[config.mk]
export PLATFORM = sky130hd
export DESIGN_NAME = smb_host_regs
export DESIGN_NICKNAME = d
export VERILOG_FILES = /design/src/rtl/smb_host_pkg.sv /design/src/rtl/smb_reg_decode.sv /design/src/rtl/smb_status_unit.sv /design/src/rtl/smb_launch_ctrl.sv /design/src/rtl/smb_host_regs.sv
export SDC_FILE = /design/constraint.sdc
export NUM_CORES = 1
export LEC_CHECK = 0
export BUFFER_PORTS_ARGS = -buffer_cell sky130_fd_sc_hd__buf_2
export CORE_MARGIN = 8
export CORE_UTILIZATION = 48
export CTS_CLUSTER_DIAMETER = 200
export DETAILED_ROUTE_END_ITERATION = 8
export MAX_ROUTING_LAYER = met4
export PLACE_DENSITY = 0.82
export SKIP_LAST_GASP = 1
export SYNTH_ARGS = -nofsm -noshare
export SYNTH_HDL_FRONTEND = slang
export SYNTH_SLANG_ARGS = --single-unit
[constraint.sdc]
create_clock -name clk -period 5.8 [get_ports clk]
set_input_delay 0.58 -clock clk [delete_from_list [all_inputs] [get_ports clk]]
set_output_delay 0.58 -clock clk [all_outputs]
set_load 0.01 [all_outputs]
[src/rtl/smb_host_pkg.sv]
package smb_host_pkg;
    localparam int BYTE_W = 8;

    localparam int OFF_STS = 'h0;
    localparam int OFF_CTL = 'h2;
    localparam int OFF_CMD = 'h3;
    localparam int OFF_ADR = 'h4;
    localparam int OFF_D0  = 'h5;
    localparam int OFF_D1  = 'h6;
    localparam int OFF_BLK = 'h7;
    localparam int OFF_AUX = 'hD;

    localparam int STS_BUSY = 0;
    localparam int STS_FAIL = 4;
    localparam int CTL_IEN  = 0;
    localparam int CTL_KILL = 1;
    localparam int CTL_GO   = 6;
    localparam int AUX_BLK  = 1;

    localparam logic [BYTE_W-1:0] CTL_STORE_MASK = 8'hBF;
    localparam logic [BYTE_W-1:0] CTL_READ_MASK  = 8'h1F;

    typedef struct packed {
        logic sts;
        logic ctl;
        logic cmd;
        logic adr;
        logic d0;
        logic d1;
        logic blk;
        logic aux;
    } sel_t;
endpackage

[src/rtl/smb_reg_decode.sv]
module smb_reg_decode
    import smb_host_pkg::*;
#(
    parameter int OFF_W = 4
) (
    input  logic             en,
    input  logic             we,
    input  logic [OFF_W-1:0] off,
    output sel_t             wr_sel,
    output sel_t             rd_sel
);
    sel_t hit;

    always_comb begin
        hit     = '0;
        hit.sts = (off == OFF_W'(OFF_STS));
        hit.ctl = (off == OFF_W'(OFF_CTL));
        hit.cmd = (off == OFF_W'(OFF_CMD));
        hit.adr = (off == OFF_W'(OFF_ADR));
        hit.d0  = (off == OFF_W'(OFF_D0));
        hit.d1  = (off == OFF_W'(OFF_D1));
        hit.blk = (off == OFF_W'(OFF_BLK));
        hit.aux = (off == OFF_W'(OFF_AUX));
        wr_sel  = (en && we)  ? hit : '0;
        rd_sel  = (en && !we) ? hit : '0;
    end
endmodule

[src/rtl/smb_status_unit.sv]
module smb_status_unit
    import smb_host_pkg::*;
(
    input  logic              clk,
    input  logic              rst_n,
    input  logic              sw_wr,
    input  logic [BYTE_W-1:0] sw_wdata,
    input  logic [BYTE_W-1:0] evt_set,
    input  logic              evt_busy_clr,
    input  logic              busy_set,
    input  logic              busy_drop,
    input  logic              kill,
    output logic [BYTE_W-1:0] sts_q
);
    typedef struct packed {
        logic [BYTE_W-1:0] sts;
    } st_t;

    st_t st_d, st_q;

    always_comb begin
        st_d = st_q;
        // flags 7:1: write-one-to-clear, then events set
        if (sw_wr) begin
            st_d.sts[BYTE_W-1:1] = st_d.sts[BYTE_W-1:1] & ~sw_wdata[BYTE_W-1:1];
        end
        st_d.sts[BYTE_W-1:1] = st_d.sts[BYTE_W-1:1] | evt_set[BYTE_W-1:1];
        if (kill) begin
            st_d.sts[STS_FAIL] = 1'b1;
        end
        // host busy: software writes have no effect
        if (evt_set[STS_BUSY]) st_d.sts[STS_BUSY] = 1'b1;
        if (evt_busy_clr)      st_d.sts[STS_BUSY] = 1'b0;
        if (busy_set)          st_d.sts[STS_BUSY] = 1'b1;
        if (busy_drop)         st_d.sts[STS_BUSY] = 1'b0;
    end

    always_ff @(posedge clk) begin
        if (!rst_n) st_q <= '0;
        else        st_q <= st_d;
    end

    assign sts_q = st_q.sts;
endmodule

[src/rtl/smb_launch_ctrl.sv]
module smb_launch_ctrl
    import smb_host_pkg::*;
#(
    parameter int BUF_DEPTH = 32,
    parameter int IDX_W     = $clog2(BUF_DEPTH)
) (
    input  logic              clk,
    input  logic              rst_n,
    input  logic              ctl_wr,
    input  logic [BYTE_W-1:0] wdata,
    input  logic              sts_rd,
    input  logic              blk_wr,
    input  logic              blk_rd,
    input  logic              aux_blk,
    input  logic [BYTE_W-1:0] data0,
    input  logic              seq_op_done,
    output logic              launch_o,
    output logic              busy_set_o,
    output logic              busy_drop_o,
    output logic              kill_o,
    output logic              op_done_o,
    output logic [IDX_W-1:0]  idx_o
);
    localparam logic [IDX_W-1:0] IDX_LAST = IDX_W'(BUF_DEPTH - 1);

    typedef struct packed {
        logic             pend;
        logic             op_done;
        logic             launch;
        logic [IDX_W-1:0] idx;
    } st_t;

    st_t  st_d, st_q;
    logic go, kill;
    logic [IDX_W-1:0]  idx_inc;
    logic [BYTE_W-1:0] cnt_next;

    always_comb begin
        go       = ctl_wr && wdata[CTL_GO];
        kill     = ctl_wr && wdata[CTL_KILL];
        idx_inc  = (st_q.idx == IDX_LAST) ? '0 : st_q.idx + 1'b1;
        cnt_next = BYTE_W'(st_q.idx) + 1'b1;

        st_d        = st_q;
        st_d.launch = 1'b0;
        busy_set_o  = 1'b0;
        busy_drop_o = 1'b0;

        if (seq_op_done) st_d.op_done = 1'b1;

        // deferred launch fires on a status read
        if (sts_rd && st_q.pend) begin
            st_d.pend    = 1'b0;
            st_d.launch  = 1'b1;
            st_d.op_done = 1'b0;
            busy_drop_o  = 1'b1;
        end

        if (go) begin
            st_d.idx     = '0;
            st_d.op_done = 1'b1;
            if (wdata[CTL_IEN]) begin
                st_d.launch  = 1'b1;
                st_d.op_done = 1'b0;
                st_d.pend    = 1'b0;
            end else begin
                st_d.pend  = 1'b1;
                busy_set_o = 1'b1;
            end
        end

        if (kill) begin
            st_d.launch  = 1'b0;
            st_d.pend    = 1'b0;
            st_d.op_done = 1'b1;
            st_d.idx     = '0;
            busy_set_o   = 1'b0;
            busy_drop_o  = 1'b1;
        end

        if (aux_blk && blk_wr) begin
            st_d.idx = idx_inc;
        end

        if (aux_blk && blk_rd) begin
            st_d.idx = idx_inc;
            if (!st_q.op_done && (cnt_next == data0)) begin
                st_d.op_done = 1'b1;
                st_d.idx     = '0;
                busy_drop_o  = 1'b1;
            end
        end
    end

    always_ff @(posedge clk) begin
        if (!rst_n) begin
            st_q         <= '0;
            st_q.op_done <= 1'b1;
        end else begin
            st_q <= st_d;
        end
    end

    assign launch_o  = st_q.launch;
    assign op_done_o = st_q.op_done;
    assign idx_o     = st_q.idx;
    assign kill_o    = kill;
endmodule

[src/rtl/smb_host_regs.sv]
module smb_host_regs
    import smb_host_pkg::*;
#(
    parameter int OFF_W     = 4,
    parameter int BUF_DEPTH = 32,
    parameter bit FORCE_BLK = 1'b0,
    parameter int IDX_W     = $clog2(BUF_DEPTH)
) (
    input  logic              clk,
    input  logic              rst_n,
    input  logic              acc_en,
    input  logic              acc_we,
    input  logic [OFF_W-1:0]  acc_off,
    input  logic [7:0]        acc_wdata,
    output logic [7:0]        acc_rdata,
    output logic              irq,
    output logic              launch_o,
    output logic              op_done_o,
    output logic [7:0]        ctl_o,
    output logic [7:0]        cmd_o,
    output logic [7:0]        addr_o,
    output logic [7:0]        data0_o,
    output logic [7:0]        data1_o,
    output logic [7:0]        blkdat_o,
    output logic [1:0]        aux_o,
    output logic              buf_we_o,
    output logic [IDX_W-1:0]  buf_idx_o,
    output logic [7:0]        buf_wdata_o,
    input  logic [7:0]        buf_rdata_i,
    input  logic [7:0]        seq_evt_set,
    input  logic              seq_busy_clr,
    input  logic              seq_op_done,
    input  logic              seq_d0_we,
    input  logic [7:0]        seq_d0,
    input  logic              seq_d1_we,
    input  logic [7:0]        seq_d1,
    input  logic              seq_blk_we,
    input  logic [7:0]        seq_blk
);
    localparam int AUX_W = 2;

    typedef struct packed {
        logic [BYTE_W-1:0] ctl;
        logic [BYTE_W-1:0] cmd;
        logic [BYTE_W-1:0] adr;
        logic [BYTE_W-1:0] d0;
        logic [BYTE_W-1:0] d1;
        logic [BYTE_W-1:0] blk;
        logic [AUX_W-1:0]  aux;
    } cfg_t;

    cfg_t cfg_d, cfg_q;
    sel_t wr_sel, rd_sel;
    logic [BYTE_W-1:0] sts_q;
    logic busy_set, busy_drop, kill;
    logic blk_mode;

    smb_reg_decode #(.OFF_W(OFF_W)) u_dec (
        .en     (acc_en),
        .we     (acc_we),
        .off    (acc_off),
        .wr_sel (wr_sel),
        .rd_sel (rd_sel)
    );

    assign blk_mode = cfg_q.aux[AUX_BLK];

    smb_launch_ctrl #(.BUF_DEPTH(BUF_DEPTH), .IDX_W(IDX_W)) u_launch (
        .clk         (clk),
        .rst_n       (rst_n),
        .ctl_wr      (wr_sel.ctl),
        .wdata       (acc_wdata),
        .sts_rd      (rd_sel.sts),
        .blk_wr      (wr_sel.blk),
        .blk_rd      (rd_sel.blk),
        .aux_blk     (blk_mode),
        .data0       (cfg_q.d0),
        .seq_op_done (seq_op_done),
        .launch_o    (launch_o),
        .busy_set_o  (busy_set),
        .busy_drop_o (busy_drop),
        .kill_o      (kill),
        .op_done_o   (op_done_o),
        .idx_o       (buf_idx_o)
    );

    smb_status_unit u_sts (
        .clk          (clk),
        .rst_n        (rst_n),
        .sw_wr        (wr_sel.sts),
        .sw_wdata     (acc_wdata),
        .evt_set      (seq_evt_set),
        .evt_busy_clr (seq_busy_clr),
        .busy_set     (busy_set),
        .busy_drop    (busy_drop),
        .kill         (kill),
        .sts_q        (sts_q)
    );

    always_comb begin
        cfg_d = cfg_q;
        if (wr_sel.ctl) cfg_d.ctl = acc_wdata & CTL_STORE_MASK;
        if (wr_sel.cmd) cfg_d.cmd = acc_wdata;
        if (wr_sel.adr) cfg_d.adr = acc_wdata;
        if (seq_d0_we)  cfg_d.d0  = seq_d0;
        if (wr_sel.d0)  cfg_d.d0  = acc_wdata;
        if (seq_d1_we)  cfg_d.d1  = seq_d1;
        if (wr_sel.d1)  cfg_d.d1  = acc_wdata;
        if (seq_blk_we) cfg_d.blk = seq_blk;
        if (wr_sel.blk && !blk_mode) cfg_d.blk = acc_wdata;
        if (wr_sel.aux) cfg_d.aux = acc_wdata[AUX_W-1:0];
    end

    always_ff @(posedge clk) begin
        if (!rst_n) begin
            cfg_q              <= '0;
            cfg_q.aux[AUX_BLK] <= FORCE_BLK;
        end else begin
            cfg_q <= cfg_d;
        end
    end

    always_comb begin
        acc_rdata = '0;
        unique case (1'b1)
            rd_sel.sts: acc_rdata = sts_q;
            rd_sel.ctl: acc_rdata = cfg_q.ctl & CTL_READ_MASK;
            rd_sel.cmd: acc_rdata = cfg_q.cmd;
            rd_sel.adr: acc_rdata = cfg_q.adr;
            rd_sel.d0:  acc_rdata = cfg_q.d0;
            rd_sel.d1:  acc_rdata = cfg_q.d1;
            rd_sel.blk: acc_rdata = blk_mode ? buf_rdata_i : cfg_q.blk;
            rd_sel.aux: acc_rdata = {{(BYTE_W-AUX_W){1'b0}}, cfg_q.aux};
            default:    acc_rdata = '0;
        endcase
    end

    assign irq         = cfg_q.ctl[CTL_IEN] && (|sts_q[BYTE_W-1:1]);
    assign buf_we_o    = wr_sel.blk && blk_mode;
    assign buf_wdata_o = acc_wdata;
    assign ctl_o       = cfg_q.ctl;
    assign cmd_o       = cfg_q.cmd;
    assign addr_o      = cfg_q.adr;
    assign data0_o     = cfg_q.d0;
    assign data1_o     = cfg_q.d1;
    assign blkdat_o    = cfg_q.blk;
    assign aux_o       = cfg_q.aux;
endmodule

==> impl_metrics.py <==
metrics = {
    "clock_tree": {
        "clock-sinks": 65,
        "clock_path_buffers": 2,
        "htreeDepth": 3,
        "cts_buffers": 9,
        "hold_buffers": 0,
        "clk_pin_slew_ns": 0.07,
        "root_buffer": "clkbuf_8",
        "cts.repair.resized": 0,
        "postCtsSetupBuffers": 0,
        "cts_tree": "yes",
        "clk-insertion-delay-late_ns": 0.34,
    },
    "logic_synthesis": {
        "syn_avg_cell_area_um2": 8.45,
        "yosysWarningCount": 0,
        "synthDistinctLibCells": 48,
        "seq_area_frac_synth_pct": 37.4,
        "synth-async-reset-ratio_pct": 0,
        "netlist_area_um2": 3480,
        "synth-edff-count": 0,
        "synth.most_common_cell": "dfxtp_1",
        "syn_inst": 412,
        "yosys-top-cells-area": "dfxtp_1 (37%), mux2i_1 (12%), nand2_1 (5.7%)",
        "syn-num-nets": 475,
        "yosys.area.top_type": "dfxtp_1",
        "synth_common_cells": "dfxtp_1 (65), nand2_1 (53), nor2_1 (48)",
        "ys_ff_latch": 65,
        "ys.flop_type": "dfxtp_1",
        "yosysTopAreaCellShare_pct": 37.4,
    },
    "pwr": {
        "pwr-share-comb_pct": 13.2,
        "p_int_uw": 677,
        "switchingPower_uw": 260,
        "p_leak_nw": 1.98,
        "ir_drop_mv": 0.138,
        "seqPwrFrac_pct": 51.2,
        "sw_frac_of_total_pct": 27.7,
        "power.density_nw_per_um2": 221,
        "p_clk_share_pct": 35.6,
        "p_total_uw": 938,
    },
    "worst_setup_path": {
        "slowest_stage": "or4b_1",
        "path_max_fanout": 8,
        "crit_type": "in2out",
        "worstPathCellList": "buf_2 > or4b_1 > nor2_1 > a221oi_1 > o21ai_0 > buf_2",
        "startpoint_type": "primary input",
        "cp.arrival_ns": 2.33,
        "cp_common_cell": "buf_2",
        "critPathMaxStageDelay_ns": 0.60,
        "endpoint_kind": "output pin",
        "cp.required_ns": 5.22,
    },
    "cells_and_area": {
        "drive_above_1_share_pct": 29.7,
        "fin_cells": 624,
        "fin_nets": 584,
        "diodes": 0,
        "synthToLayoutAreaGrowth_pct": 21.9,
    },
    "drt": {
        "wl_um": 12300,
        "vias_per_cell": 5.81,
        "ant_nets": 0,
        "vias": 3624,
        "drtIter0Drc": 254,
        "wire_per_inst_um": 19.7,
        "drt_pass1_iterations": 5,
        "drc_errors": 0,
    },
    "global_route": {
        "grt_pass1_vias": 3664,
        "track_usage_pct": 24.5,
        "grt-ovfl-total": 0,
        "antenna_found_initial": 0,
        "grt_max_degree": 35,
        "grt_pass1_wl_um": 18900,
    },
    "hold_path": {
        "hold_class": "in2reg",
    },
    "die": {
        "fp.dieW_um": 101,
        "initial_core_util_pct": 48.8,
        "num_io_pins": 136,
        "fp.dieH_um": 101,
        "rows": 31,
        "design.die.area_um2": 10200,
        "core_um2": 7140,
    },
    "sta": {
        "setup_viol": 0,
        "final.setup_skew_ns": 0.00624,
        "finalSetupTns_ns": 0,
        "finalCriticalPeriod_ns": 2.91,
        "fin_crit_sh_pct": 50.2,
        "finalHoldViolCount": 0,
        "slew_violations": 0,
        "max_slew_margin_pct": 45.3,
        "timing.fmax_mhz": 343,
        "rsz0062_at_grt": "no",
        "timing.hold.ws_ns": 0.448,
        "fin_ws_ns": 2.89,
        "tightest_slew_ns": 0.814,
    },
    "placed_design": {
        "dpl.hpwl_um": 9250,
        "gp_congestion": 0.922,
        "placed_cells": 609,
        "io_buffers": 134,
        "dp_slack_ns": 2.95,
    },
    "job": {
        "maxCapViolCount": 0,
    },
    "run_status": {
        "status": "finished clean",
    },
}
[worst paths after layout]
kind | start | endpoint | slack, ns | cells past startpoint
setup / recovery | acc_off[3] | acc_rdata[4] | 2.89 | 6
hold / removal | seq_evt_set[6] | u_sts.sts_q[6] | 0.45 | 3
setup reg to reg | u_launch.idx_o[0] | u_launch.idx_o[2] | 3.34 | 8
hold reg to reg | ctl_o[7] | ctl_o[7] | 0.46 | 2
[per-layer routing]
metal	wire length (um)	global-route usage [%]	vias to the layer above
li1	-	-	1691
met1	4990	28.9	1680
met2	5770	38.9	217
met3	1230	6.25	36
met4	325	10.2	0
met5	0	-	-
[registers in the layout, indices dropped and copies added (netlist names)]
name	cells
addr_o	8
blkdat_o	8
cmd_o	8
data0_o	8
data1_o	8
u_sts.sts_q	8
ctl_o	7
u_launch.idx_o	5
aux_o	2
u_launch.launch_o	1
u_launch.op_done_o	1
u_launch.st_q	1
[cells by family after synthesis]
logic type	count (synthesis)	synth area share (%)
and+or+nand+nor	164	22.9
DFF	65	37.4
adders and majority gates	2	0.718
xor gates and xnor gates	7	1.76
AOI/OAI and AO/OA	90	18.9
other	1	0.108
muxes	42	12.1
buffers and inverters	41	6.14
[per-stage QoR]
stage,utilization [%],cell area [um^2]
2_1_floorplan,-,3480
3_3_place_gp,57.3,4090
3_5_place_dp,57.3,4090
4_1_cts,59.5,4250
5_1_grt,59.5,4250
6_report,59.5,4250
[cell type report]
type                    count  area (um^2)
clock buffers              11          141
clock inverters             4         20.0
fillers                   706         2890
inverters                   4         15.0
multi-input cells         306         1970
flip-flops and latches     65         1300
well taps                  99          124
repair buffers            135          678
[power groups by stage]
stage                     registers [mW]  logic, mW  clock network (mW)
after global placement             0.490      0.120                   0
after detailed placement           0.490      0.123                   0
after floorplan                    0.489     0.0653                   0
final                              0.480      0.124               0.333
after CTS                          0.480      0.123               0.336
after global routing               0.482      0.134               0.357
[critical path, delay by kind of cell]
family	cells	cell delay, ns
compound gates	2	0.33
buf+inv	2	0.32
simple gates	2	1.11
[placed cells by master, fill, tap and decap left out, types with 6 or more instances in the layout]
master    instances
buf_2           134
o211a_1           6
mux2i_1          41
a21boi_0         16
nor2b_1          13
a21oi_1          16
dfxtp_1          65
nand3_1          19
a211oi_1         19
nand2_1          53
nor3_1            7
nor2_1           48
a22oi_1          13
clkbuf_8         10
Power figures use the tool's default switching activity.
